**src/rtl/ifetch_pkg.sv**
```systemverilog
package ifetch_pkg;

    // Source that feeds the instruction output register in a given cycle.
    typedef enum logic [1:0] {
        SRC_NONE = 2'd0,
        SRC_HOLD = 2'd1,
        SRC_BUS  = 2'd2
    } src_e;

endpackage

```
**src/rtl/ifetch_ptr.sv**
```systemverilog
module ifetch_ptr #(
    parameter int unsigned           ADDR_W     = 32,
    parameter logic [ADDR_W-1:0]     START_ADDR = '0,
    localparam int unsigned          WADR_W     = ADDR_W - 2
) (
    input  logic              clk,
    input  logic              rst_n,
    input  logic              jump_i,
    input  logic [ADDR_W-1:0] jump_tgt_i,
    input  logic              adv_i,
    output logic [WADR_W-1:0] pc_o,
    output logic              irf_o
);

    localparam logic [WADR_W-1:0] RST_PC = START_ADDR[ADDR_W-1:2];

    typedef struct packed {
        logic [WADR_W-1:0] pc;
        logic              irf;
    } ptr_st_t;

    ptr_st_t st_d, st_q;

    // Bit 1 of a target has no meaning for word-aligned code.
    logic tgt_b1_unused;
    assign tgt_b1_unused = jump_tgt_i[1];

    always_comb begin
        st_d = st_q;
        if (jump_i) begin
            st_d.pc  = jump_tgt_i[ADDR_W-1:2];
            st_d.irf = jump_tgt_i[0];
        end else if (adv_i) begin
            st_d.pc = st_q.pc + WADR_W'(1);
        end
    end

    always_ff @(posedge clk or negedge rst_n) begin
        if (!rst_n) begin
            st_q.pc  <= RST_PC;
            st_q.irf <= 1'b0;
        end else begin
            st_q <= st_d;
        end
    end

    assign pc_o  = st_q.pc;
    assign irf_o = st_q.irf;

endmodule

```
**src/rtl/ifetch_track.sv**
```systemverilog
module ifetch_track
    import ifetch_pkg::*;
#(
    parameter int unsigned WADR_W = 30,
    parameter int unsigned DATA_W = 32
) (
    input  logic              clk,
    input  logic              rst_n,
    input  logic              stall_i,
    input  logic              jump_i,
    input  logic              accept_i,
    input  logic [WADR_W-1:0] pc_i,
    input  logic [DATA_W-1:0] rd_data_i,
    output src_e              src_o,
    output logic [WADR_W-1:0] pend_adr_o,
    output logic [WADR_W-1:0] hold_adr_o,
    output logic [DATA_W-1:0] hold_dat_o
);

    typedef struct packed {
        logic              pend_v;
        logic [WADR_W-1:0] pend_adr;
        logic              hold_v;
        logic [WADR_W-1:0] hold_adr;
        logic [DATA_W-1:0] hold_dat;
    } trk_st_t;

    trk_st_t st_d, st_q;

    always_comb begin
        st_d = st_q;
        if (jump_i) begin
            st_d.pend_v = 1'b0;
            st_d.hold_v = 1'b0;
        end else begin
            // Data landing while stalled is parked so it is not lost.
            if (stall_i && st_q.pend_v) begin
                st_d.hold_v   = 1'b1;
                st_d.hold_adr = st_q.pend_adr;
                st_d.hold_dat = rd_data_i;
            end else if (!stall_i) begin
                st_d.hold_v = 1'b0;
            end
            st_d.pend_v = accept_i;
            if (accept_i) begin
                st_d.pend_adr = pc_i;
            end
        end
    end

    always_ff @(posedge clk or negedge rst_n) begin
        if (!rst_n) begin
            st_q <= '0;
        end else begin
            st_q <= st_d;
        end
    end

    always_comb begin
        if (st_q.hold_v) begin
            src_o = SRC_HOLD;
        end else if (st_q.pend_v) begin
            src_o = SRC_BUS;
        end else begin
            src_o = SRC_NONE;
        end
    end

    assign pend_adr_o = st_q.pend_adr;
    assign hold_adr_o = st_q.hold_adr;
    assign hold_dat_o = st_q.hold_dat;

endmodule

```
**src/rtl/ifetch_outreg.sv**
```systemverilog
module ifetch_outreg
    import ifetch_pkg::*;
#(
    parameter int unsigned WADR_W = 30,
    parameter int unsigned DATA_W = 32
) (
    input  logic              clk,
    input  logic              rst_n,
    input  logic              stall_i,
    input  logic              jump_i,
    input  src_e              src_i,
    input  logic [WADR_W-1:0] pend_adr_i,
    input  logic [DATA_W-1:0] bus_dat_i,
    input  logic [WADR_W-1:0] hold_adr_i,
    input  logic [DATA_W-1:0] hold_dat_i,
    output logic              valid_o,
    output logic [DATA_W-1:0] instr_o,
    output logic [WADR_W-1:0] adr_o
);

    typedef struct packed {
        logic              valid;
        logic [DATA_W-1:0] instr;
        logic [WADR_W-1:0] adr;
    } out_st_t;

    out_st_t st_d, st_q;

    always_comb begin
        st_d = st_q;
        if (jump_i) begin
            st_d.valid = 1'b0;
        end else if (!stall_i) begin
            unique case (src_i)
                SRC_HOLD: begin
                    st_d.valid = 1'b1;
                    st_d.instr = hold_dat_i;
                    st_d.adr   = hold_adr_i;
                end
                SRC_BUS: begin
                    st_d.valid = 1'b1;
                    st_d.instr = bus_dat_i;
                    st_d.adr   = pend_adr_i;
                end
                default: begin
                    st_d.valid = 1'b0;
                end
            endcase
        end
    end

    always_ff @(posedge clk or negedge rst_n) begin
        if (!rst_n) begin
            st_q <= '0;
        end else begin
            st_q <= st_d;
        end
    end

    assign valid_o = st_q.valid;
    assign instr_o = st_q.instr;
    assign adr_o   = st_q.adr;

endmodule

```
**src/rtl/ifetch_port.sv**
```systemverilog
module ifetch_port
    import ifetch_pkg::*;
#(
    parameter int unsigned       ADDR_W     = 32,
    parameter int unsigned       DATA_W     = 32,
    parameter logic [ADDR_W-1:0] START_ADDR = '0,
    localparam int unsigned      WADR_W     = ADDR_W - 2
) (
    input  logic              clk,
    input  logic              rst_n,
    input  logic              stall_i,
    input  logic              jump_i,
    input  logic [ADDR_W-1:0] jump_tgt_i,
    output logic              rd_en_o,
    output logic [WADR_W-1:0] word_adr_o,
    input  logic [DATA_W-1:0] rd_data_i,
    input  logic              busy_i,
    output logic              instr_valid_o,
    output logic [DATA_W-1:0] instr_o,
    output logic [WADR_W-1:0] instr_adr_o,
    output logic              irf_o
);

    logic              accept;
    logic [WADR_W-1:0] pc;
    src_e              src;
    logic [WADR_W-1:0] pend_adr;
    logic [WADR_W-1:0] hold_adr;
    logic [DATA_W-1:0] hold_dat;

    // Unregistered enable so a single-cycle memory sees the request now.
    assign rd_en_o    = rst_n & ~stall_i & ~jump_i;
    assign accept     = rd_en_o & ~busy_i;
    assign word_adr_o = pc;

    ifetch_ptr #(
        .ADDR_W     (ADDR_W),
        .START_ADDR (START_ADDR)
    ) u_ptr (
        .clk        (clk),
        .rst_n      (rst_n),
        .jump_i     (jump_i),
        .jump_tgt_i (jump_tgt_i),
        .adv_i      (accept),
        .pc_o       (pc),
        .irf_o      (irf_o)
    );

    ifetch_track #(
        .WADR_W (WADR_W),
        .DATA_W (DATA_W)
    ) u_track (
        .clk        (clk),
        .rst_n      (rst_n),
        .stall_i    (stall_i),
        .jump_i     (jump_i),
        .accept_i   (accept),
        .pc_i       (pc),
        .rd_data_i  (rd_data_i),
        .src_o      (src),
        .pend_adr_o (pend_adr),
        .hold_adr_o (hold_adr),
        .hold_dat_o (hold_dat)
    );

    ifetch_outreg #(
        .WADR_W (WADR_W),
        .DATA_W (DATA_W)
    ) u_out (
        .clk        (clk),
        .rst_n      (rst_n),
        .stall_i    (stall_i),
        .jump_i     (jump_i),
        .src_i      (src),
        .pend_adr_i (pend_adr),
        .bus_dat_i  (rd_data_i),
        .hold_adr_i (hold_adr),
        .hold_dat_i (hold_dat),
        .valid_o    (instr_valid_o),
        .instr_o    (instr_o),
        .adr_o      (instr_adr_o)
    );

endmodule

```
**config.mk**
```make
export PLATFORM = sky130hd
export DESIGN_NAME = ifetch_port
export DESIGN_NICKNAME = d
export VERILOG_FILES = /design/src/rtl/ifetch_pkg.sv /design/src/rtl/ifetch_ptr.sv /design/src/rtl/ifetch_track.sv /design/src/rtl/ifetch_outreg.sv /design/src/rtl/ifetch_port.sv
export SDC_FILE = /design/constraint.sdc
export NUM_CORES = 1
export LEC_CHECK = 0
export BUFFER_PORTS_ARGS = -buffer_cell sky130_fd_sc_hd__buf_2
export CAP_MARGIN = 20
export CORE_MARGIN = 5
export CORE_UTILIZATION = 45
export DETAILED_ROUTE_END_ITERATION = 10
export MAX_ROUTING_LAYER = met4
export PLACE_DENSITY = 0.73
export SLEW_MARGIN = 10
export SYNTH_ARGS = -nofsm -noshare
export SYNTH_HDL_FRONTEND = slang
export SYNTH_SLANG_ARGS = --single-unit
```
**constraint.sdc**
```tcl
create_clock -name clk -period 1.82 [get_ports clk]
set_clock_uncertainty 0.1 [all_clocks]
set_input_delay 0.364 -clock clk [delete_from_list [all_inputs] [get_ports clk]]
set_output_delay 0.364 -clock clk [all_outputs]
set_load 0.03 [all_outputs]
```
==> results.md <==
* Nets at approximately 950
* Max-cap violation count at 0
* P&R area growth vs syn at 29.0%
* Synth cell types at 37
* Violations in the final reports: setup timing
* Skew-Pair Late Insertion Delay at roughly 0.42 ns
* First-pass GRT wire length at around 30 mm
* Peak supply drop at around 0.65 mV
* Clock Path Buffers at 2
* DRC at 0
* Drt total wl at between 15 and 20 mm
* Synthesized net count at 739
* Ys Warns at 0
* Mapped Avg Cell Area at ~12 um2
* Die W at 144 um
* CTS tree: built
* Detail Route Antenna Nets at 0
* Startpoint Class: register
* Total track usage at a little under a fifth
* Period utilisation layout at 102%
* Crit path DAT at between 2 and 2.5 ns
* Peak Freq at approximately 540 MHz
* Detail Placement HPWL at about 13 mm
* Die height at 144 um
* Cell area after synthesis at between 8000 and 9000 um2
* Setup_tns at -0.0320 ns
* CP Capture Type: register
* Finish-stage setup viols at 1
* HP Class: input port to async pin
* Initial antenna violation count at 0
* Detailed Routing Iterations Pass 1 at 4
* Finished Layout Cells at approximately 1100
* Ys flop type: dfrtp_1
* Met1 WL at between 8 and 9 mm
* Cts bufs inserted at 17
* Met3 routed WL at slightly above 900 um
* PnR worst setup slack at -0.0320 ns
* Routed vias at around 5800
* Outcome: finished, violations left
* Met2 wire length at roughly 9 mm
* Clock Pin Slew Worst Setup and Hold Paths at approximately 0.07 ns
* Gate count of the mapped netlist at about 670
* Iteration-0 DRC Markers at roughly 320
* Async SR Flop Fraction at between 90% and 100%
* Grt ovf at 0
* Largest net degree at the start of global routing at 124
* Buffers on Ports at ~160
* RePlAce Congestion at approximately 0.85
* # rows at just under 50
* Core area at 17800 um2
* Initial Utilization at between 40% and 50%
* Sequential area share after synthesis at between 50% and 60%
* Htree depth at 4
* Fraction of final layout cells sized beyond drive strength 1 at about 36%
* EDFF count, synth at 0
* Clk sink count at about 190
* Leak at 0.00493 uW
* Pwr Density at 1090 nW/um2
* Dpl ws at -0.168 ns
* Final Core Density at around 60%
* Drt via density at 5.15
* Die area at roughly 21000 um2
* Most frequent cells in the layout: dfrtp_1, buf_2, nand2_1, o21ai_1, mux2_1
* Cell total after placement at between 1000 and 1500
* FILL cells at 1450
* Root Buffer Master: clkbuf_16
* Worst Max-Slew Pin Slew at just over 0.7 ns
* ANT cells at 0
* Vias in the first global route at roughly 5900
* Relative slew slack at about 53%
* Min Clock Period, post-route at ~1.9 ns
* Critical Path RT at approximately 2 ns
* DR top layer: met4
* Pins Over Slew Limit at 0
* Leading cell type in the layout, fill and taps excluded: dfrtp_1
* Worst-path maximum fanout at 5
* Power Total at roughly 11000 uW
* Critical path class: register to register
* Endpoints failing hold at 0
* Unrepaired setup endpoints after global routing: yes
* # IOs at between 150 and 200
* Wire per inst at about 17 um
* #FFs+latches synth at 188
[flip-flops by register name, indices dropped and copies added, names as in the netlist]
signal / cells
u_out.adr_o: 30
u_ptr.pc_o: 30
u_out.valid_o: 1
u_ptr.irf_o: 1
u_track.hold_dat_o: 32
u_out.instr_o: 32
u_track.pend_adr_o: 30
u_track.st_q: 2
u_track.hold_adr_o: 30
[what timing repair did]
item,in CTS,in global routing
resized for setup,0,6
pin swaps,1,11
hold buffers,1,0
buffers inserted,0,4
hold endpoints to repair,9,0
setup endpoints to repair,1,13
[metrics by stage]
| step | hold WS, ns | area, um2 |
|---|---|---|
| after floorplan | -0.0316 | 8180 |
| after global placement | 0.233 | 9740 |
| after detailed placement | 0.229 | 9740 |
| after CTS | 0.0365 | 10400 |
| after global routing | 0.0436 | 10400 |
| final | 0.0295 | 10400 |
[worst paths after layout]
check                           cells after the start      startpoint         endpoint  slack [ns]
worst max register to register                      6   u_ptr.pc_o[1]   u_ptr.pc_o[18]       -0.03
worst min register to register                      2  u_out.adr_o[3]   u_out.adr_o[3]        0.38
worst max-delay path                                6   u_ptr.pc_o[1]   u_ptr.pc_o[18]       -0.03
min in group clk                                    2   jump_tgt_i[0]      u_ptr.irf_o        0.06
max in group asynchronous                           3           rst_n    u_ptr.pc_o[5]        1.04
worst min-delay path                                2           rst_n  u_out.adr_o[17]        0.03
[Yosys cell counts (2+ instances only)]
library cell | count | area share (%)
a21oi_1 | 2 | 0.12
and2_1 | 2 | 0.15
and3_1 | 3 | 0.23
buf_1 | 7 | 0.33
buf_2 | 12 | 0.74
clkbuf_1 | 18 | 0.84
dfrtp_1 | 188 | 58
inv_1 | 3 | 0.14
mux2_1 | 72 | 10
mux2_2 | 25 | 3.5
mux2i_1 | 62 | 7.7
nand2_1 | 102 | 4.7
nand3_1 | 10 | 0.62
nand4_1 | 16 | 1.2
nor2_1 | 7 | 0.33
nor2b_1 | 2 | 0.15
nor3_1 | 5 | 0.31
nor4_1 | 4 | 0.31
nor4_2 | 3 | 0.46
o21ai_0 | 2 | 0.12
o21ai_1 | 84 | 5.2
o311ai_1 | 2 | 0.22
xnor2_1 | 14 | 1.5
xor2_1 | 11 | 1.2
[critical path, stage by stage (launching register included)]
cell and delay [ns]:
dfrtp_2 0.39, ha_4 0.13, nand4_1 0.21, or3_4 0.46, nor3_2 0.21, xnor2_1 0.15, o21ai_1 0.08
[final cells by class]
class / count / area, um2 / area share, %
clock inverter: 14 / 179 / 1.72
multi-input combinational: 440 / 3340 / 32.0
clock buffer: 18 / 439 / 4.21
inverter: 3 / 11.3 / 0.108
tap: 229 / 287 / 2.75
sequential: 188 / 4730 / 45.3
timing repair buffer: 229 / 1450 / 13.9
[report_power, final]
part / internal [uW] / switching (uW) / total (uW)
clock: 2230 / 1670 / 3900
combinational: 869 / 1280 / 2150
sequential: 4890 / 417 / 5310
[per-layer routing]
metal	vias up	track usage (%)
met1	2856	25.1
met3	14	4.37
met5	-	-
li1	2775	-
met4	0	4.91
met2	125	29.4
[cells by family (layout without fill, tap and decap cells)]
logic type,Yosys count,in the layout,synth area share (%)
AO/OA/AOI/OAI,95,95,6.18
XOR/XNOR,25,25,2.71
adder cells (fa/ha/maj),1,1,0.155
buffers and inverters,41,264,2.11
flip-flops,188,188,58.2
multiplexers,159,159,21.2
AND/OR/NAND/NOR,160,160,9.40
Power figures use the tool's default switching activity.
